`src/rtl/addr_idle_sleep_pkg.sv`:
```
package addr_idle_sleep_pkg;

  // Strobes sent from the control to the datapath
  typedef struct packed {
    logic clrCount;   // restart the stability count
    logic incCount;   // advance the stability count
    logic loadData;   // capture array data into the output register
  } sleepStrobes_t;

endpackage

```
`src/rtl/addr_idle_sleep_dp.sv`:
```
module addr_idle_sleep_dp
  import addr_idle_sleep_pkg::*;
#(
  parameter int ADDR_W = 16,
  parameter int DATA_W = 32,
  parameter int THRESH = 9
) (
  input  logic              clk,
  input  logic              rstN,
  input  logic [ADDR_W-1:0] addrIn,
  input  logic [DATA_W-1:0] arrayData,
  input  sleepStrobes_t     strobes,
  output logic              addrChange,
  output logic              reachNext,
  output logic              countFull,
  output logic [DATA_W-1:0] dataOut
);

  localparam int CNT_W = $clog2(THRESH + 1);
  localparam logic [CNT_W-1:0] LIMIT = CNT_W'(THRESH);
  localparam logic [CNT_W-1:0] LIMIT_M1 = CNT_W'(THRESH - 1);

  logic [ADDR_W-1:0] prevAddr;
  logic [CNT_W-1:0]  stableCount;
  logic [DATA_W-1:0] dataQ;

  assign addrChange = (addrIn != prevAddr);
  assign reachNext  = (stableCount >= LIMIT_M1);
  assign countFull  = (stableCount == LIMIT);
  assign dataOut    = dataQ;

  always_ff @(posedge clk or negedge rstN) begin
    if (!rstN) begin
      prevAddr <= '0;
    end else begin
      prevAddr <= addrIn;
    end
  end

  always_ff @(posedge clk or negedge rstN) begin
    if (!rstN) begin
      stableCount <= '0;
    end else if (strobes.clrCount) begin
      stableCount <= '0;
    end else if (strobes.incCount) begin
      stableCount <= stableCount + 1'b1;
    end
  end

  always_ff @(posedge clk or negedge rstN) begin
    if (!rstN) begin
      dataQ <= '0;
    end else if (strobes.loadData) begin
      dataQ <= arrayData;
    end
  end

  // the count saturates at its limit
  p_count_bounded_r1: assert property (@(posedge clk) disable iff (!rstN)
    stableCount <= LIMIT)
    else $error("stability count passed its limit");

  // a change seen at an edge leaves the count at zero
  p_count_restart_r3: assert property (@(posedge clk) disable iff (!rstN)
    addrChange |=> (stableCount == '0))
    else $error("count did not restart after address change");

endmodule

```
`src/rtl/addr_idle_sleep_ctrl.sv`:
```
module addr_idle_sleep_ctrl
  import addr_idle_sleep_pkg::*;
(
  input  logic          clk,
  input  logic          rstN,
  input  logic          addrChange,
  input  logic          reachNext,
  input  logic          countFull,
  input  logic          dataValid,
  output sleepStrobes_t strobes,
  output logic          sleepFlag
);

  logic sleepQ;

  // The flag drops in the very cycle the address moves
  assign sleepFlag = sleepQ && !addrChange;

  always_comb begin
    strobes.clrCount = addrChange;
    strobes.incCount = !addrChange && !countFull;
    strobes.loadData = dataValid && !sleepFlag;
  end

  always_ff @(posedge clk or negedge rstN) begin
    if (!rstN) begin
      sleepQ <= 1'b0;
    end else if (addrChange) begin
      sleepQ <= 1'b0;
    end else begin
      sleepQ <= reachNext;
    end
  end

  // a moving address never leaves the block asleep at the next edge
  p_wake_on_change_r3: assert property (@(posedge clk) disable iff (!rstN)
    addrChange |=> !sleepQ)
    else $error("sleep state survived an address change");

  // sleep can only begin after a cycle with a stable address
  p_sleep_after_stable_r1: assert property (@(posedge clk) disable iff (!rstN)
    $rose(sleepQ) |-> $past(!addrChange))
    else $error("sleep began right after an address change");

endmodule

```
`src/rtl/addr_idle_sleep.sv`:
```
module addr_idle_sleep
  import addr_idle_sleep_pkg::*;
#(
  parameter int ADDR_W     = 16,
  parameter int DATA_W     = 32,
  parameter int ACCESS_CYC = 6,
  parameter int MARGIN_CYC = 3
) (
  input  logic              clk,
  input  logic              rstN,
  input  logic [ADDR_W-1:0] addrIn,
  input  logic [DATA_W-1:0] arrayData,
  input  logic              dataValid,
  output logic              sleepFlag,
  output logic [DATA_W-1:0] dataOut
);

  localparam int THRESH = ACCESS_CYC + MARGIN_CYC;

  sleepStrobes_t strobes;
  logic addrChange;
  logic reachNext;
  logic countFull;

  addr_idle_sleep_dp #(
    .ADDR_W(ADDR_W),
    .DATA_W(DATA_W),
    .THRESH(THRESH)
  ) i_dp (
    .clk       (clk),
    .rstN      (rstN),
    .addrIn    (addrIn),
    .arrayData (arrayData),
    .strobes   (strobes),
    .addrChange(addrChange),
    .reachNext (reachNext),
    .countFull (countFull),
    .dataOut   (dataOut)
  );

  addr_idle_sleep_ctrl i_ctrl (
    .clk       (clk),
    .rstN      (rstN),
    .addrChange(addrChange),
    .reachNext (reachNext),
    .countFull (countFull),
    .dataValid (dataValid),
    .strobes   (strobes),
    .sleepFlag (sleepFlag)
  );

  // output data frozen across any cycle that starts asleep
  p_hold_asleep_r4: assert property (@(posedge clk) disable iff (!rstN)
    sleepFlag |=> $stable(dataOut))
    else $error("output data moved during sleep");

  // output data only moves after a valid pulse
  p_load_needs_valid_r5: assert property (@(posedge clk) disable iff (!rstN)
    !$stable(dataOut) |-> $past(dataValid))
    else $error("output data moved without a valid pulse");

endmodule

```
`config.mk`:
```
export PLATFORM = sky130hd
export DESIGN_NAME = addr_idle_sleep
export DESIGN_NICKNAME = d
export VERILOG_FILES = /design/src/rtl/addr_idle_sleep_pkg.sv /design/src/rtl/addr_idle_sleep_dp.sv /design/src/rtl/addr_idle_sleep_ctrl.sv /design/src/rtl/addr_idle_sleep.sv
export SDC_FILE = /design/constraint.sdc
export NUM_CORES = 1
export LEC_CHECK = 0
export ABC_AREA = 1
export CORE_AREA = 2 2 71 123
export CTS_CLUSTER_SIZE = 28
export DETAILED_ROUTE_END_ITERATION = 7
export DIE_AREA = 0 0 73 125
export PLACE_DENSITY = 0.66
export REMOVE_ABC_BUFFERS = 1
export SLEW_MARGIN = 20
export SYNTH_ARGS = -nofsm -noshare
export SYNTH_HDL_FRONTEND = slang
export SYNTH_HIERARCHICAL = 1
export SYNTH_SLANG_ARGS = --single-unit
```
`constraint.sdc`:
```
create_clock -name clk -period 4.7 [get_ports clk]
set_clock_uncertainty 0.15 [all_clocks]
set_input_delay 1.41 -clock clk [delete_from_list [all_inputs] [get_ports clk]]
set_output_delay 1.41 -clock clk [all_outputs]
set_load 0.01 [all_outputs]
```
==> metrics.md <==
| Metric | Value |
|---|---|
| Status | `completed` |
| Pwr Density | `318 mW/mm^2` |
| Syn avg cell area | `~11 sq um` |
| Final hold slack | `between 0.3 and 0.4 ns` |
| Commonest cells post-synth | `53 x dfrtp_1, 41 x nand2_1, 32 x inv_1, 32 x nor2_1, 30 x mux2_4` |
| Syn Inst Count | `around 210` |
| Global-route wire length before repair | `around 7800 um` |
| Leakage power | `between 1.5 and 2 nW` |
| Maximum clock rate | `~230 MHz` |
| Remaining antenna violation count after routing | `0` |
| Synthesis-to-layout area growth | `44.8%` |
| Async S/R FF share, synth | `1.00` |
| Worst-margin pin slew | `~0.52 ns` |
| Area fraction in compound gates after synthesis | `0.0122` |
| Synth area leaders | `dfrtp_1 56%, mux2_4 19%, nand2_1 6.5%` |
| Post-synth top flop | `dfrtp_1` |
| DIE AREA | `between 0.009 and 0.01 sq mm` |
| Largest family of logic cells by synthesized area | `multiplexers` |
| Worst hold path class | `flip-flop to flip-flop` |
| Worst Path Arrival | `~2.9 ns` |
| CTS Sinks | `53` |
| Sequential area share after synthesis | `0.561` |
| CORE AREA | `roughly 0.008 sq mm` |
| Chip height | `125 um` |
| Synth Area in Adders | `0.0159` |
| Final hold violations | `0` |
| Vias/cell | `roughly 4.2` |
| Die Span X | `between 70 and 80 um` |
| R2R Path Start | `i_dp/prevAddr[2]` |
| Total GRT Usage | `0.111` |
| Largest fanout on the critical path | `3` |
| RSZ-0062 raised after global routing | `no` |
| H-tree Lvls | `2` |
| Synth top area share | `0.561` |
| DRC | `0` |
| Peak supply drop | `approximately 0.0002 V` |
| Post-synthesis cell type count | `18` |
| Hold Path Depth | `1` |
| Largest net degree at the start of global routing | `32` |
| Vias in the first global route | `~1700` |
| Tmin final | `4.44 ns` |
| CTS Hold Buffers Added | `0` |
| TritonCTS clock tree | `built` |
| Worst skew pair latency | `0.29 ns` |
| Routed wire length | `4730 um` |
| Initial antenna violation count | `0` |
| Synth warn | `6` |
| Via count | `approximately 1600` |
| XOR/XNOR share of the synthesized area | `0.00370` |
| Layout cells sized above 1 | `0.159` |
| Number of nets in the layout | `349` |
| Worst r2r path cells | `12` |
| I/O Buffers | `between 80 and 90` |
| Reg2reg setup slack | `between 2 and 2.5 ns` |
| Row count | `44` |
| Critical path class | `input port to output port` |
| Gr ovfl total | `0` |
| Pre-antenna DRT Iters | `4` |
| Period utilization | `0.946` |
| Total chip power | `roughly 1.1 mW` |
| DRT iter0 DRCs | `22` |
| CP endpoint kind | `output port` |
| Post-synth EDFFs | `0` |
| Max-cap violation count | `0` |
| Placed Instance Area | `~0.0033 sq mm` |
| Clk slew on worst S/H paths | `0.06 ns` |
| Launch point of the worst path | `addrIn[2]` |
| Cell area after layout | `between 0.003 and 0.004 sq mm` |
| Slew Limit Headroom | `0.656` |
| WP data required | `between 3 and 4 ns` |
| Mux contribution to synthesized area | `0.200` |
| Critical R2R Capture | `i_dp/dataOut[18]` |
| Synth Area in Simple Gates | `0.121` |
| CTS Buf Count | `5` |
| Starting density of the core | `0.288` |
| Flops & latches, synth | `53` |
| Cell area after synthesis | `roughly 0.0024 sq mm` |
| Cell type with the largest total area after synthesis | `dfrtp_1` |
| Max Transition Viols Final | `0` |
| HPWL after DPL | `3600 um` |
| Most common cell in the netlist | `dfrtp_1` |
| Root buffer cell | `clkbuf_16` |
| Startpoint Class | `input port` |
| CP Capture Point | `sleepFlag` |
| Final setup viols | `0` |
| Wire length per cell | `12.2 um` |
| Cell Count, Final, Fillers Out | `388` |
| # diodes | `0` |
| I/O pins | `84` |
| GPL Wtd Cong | `roughly 0.7` |
| Placed cells | `between 300 and 400` |
| Clock buffer depth | `2` |
[area by class of cell]
cell class	count	area [sq um]
fill	775	4780
sequential	53	1330
timing repair buffer	86	860
multi-input combinational	116	843
clock buffer	7	153
inverter	33	124
tap	92	115
clock inverter	1	5.00
[stage by stage]
| step | setup TNS (ns) | worst slack, ns | utilization |
|---|---|---|---|
| final | 0 | 0.256 | 0.418 |
| after global routing | 0 | 0.0640 | 0.418 |
| after CTS | 0 | 0.181 | 0.418 |
| after detailed placement | -0.141 | -0.141 | 0.398 |
| after global placement | -0.117 | -0.117 | 0.398 |
| after floorplan | 0 | 0.648 | - |
[cell usage in the layout (no fill, tap or decap), drive strengths merged]
cell           count
clkdlybuf4s50     81
dfrtp             53
nand2             41
inv               33
nor2              32
mux2              32
clkbuf             7
a21oi              4
buf                4
ha                 3
clkinv             1
nand3              1
xnor2              1
nand4              1
o21ai              1
dlygate4sd2        1
[cells by family after synthesis]
group,after synthesis
simple gates,75
flops,53
buf+inv,39
mux,32
compound gates,5
fa+ha+maj,3
xor+xnor,1
[power by group]
group | switching [mW] | leakage, nW | internal (mW)
sequential | 0.0192 | 0.631 | 0.491
clock | 0.153 | 0.0799 | 0.226
combinational | 0.0692 | 0.959 | 0.132
[repair_timing]
action | CTS | global route
gates resized for setup | 2 | 0
endpoints found under the setup margin | 1 | 0
setup buffers | 0 | 0
endpoints found under the hold margin | 0 | 0
[worst min path at each step]
| stage | start | to | slack, ns |
|---|---|---|---|
| 3_3_place_gp | i_dp/dataOut[8] | i_dp/dataOut[8] | 0.34 |
| 6_report | i_dp/dataOut[8] | i_dp/dataOut[8] | 0.36 |
| 5_1_grt | i_dp/dataOut[8] | i_dp/dataOut[8] | 0.38 |
| 4_1_cts | i_dp/dataOut[8] | i_dp/dataOut[8] | 0.36 |
| 3_5_place_dp | i_dp/dataOut[30] | i_dp/dataOut[30] | 0.34 |
| 2_1_floorplan | i_dp/stableCount[3] | i_ctrl/sleepQ | 0.33 |
[registers in the layout (all words and copies together) (netlist names)]
name              count
i_dp/prevAddr        16
i_dp/dataOut         32
i_ctrl/sleepQ         1
i_dp/stableCount      4
[metal layers]
| layer | GRT usage | share of wire | vias to the layer above |
|---|---|---|---|
| met2 | 0.196 | 0.55 | 52 |
| met5 | 0 | 0 | - |
| met1 | 0.121 | 0.37 | 767 |
| met4 | 0.0468 | 0.023 | 0 |
| met3 | 0.0298 | 0.058 | 7 |
| li1 | - | - | 802 |
[worst max-delay path, cell delays in order]
cell and delay (ns):
clkdlybuf4s50_1 0.49, inv_1 0.05, nand2_1 0.05, nand2_1 0.05, nor2_1 0.14, nand2_1 0.08
nor2_2 0.14, nand2_1 0.09, nor2_1 0.11, dlygate4sd2_1 0.27
No activity file was read; power rests on OpenSTA's default activity.
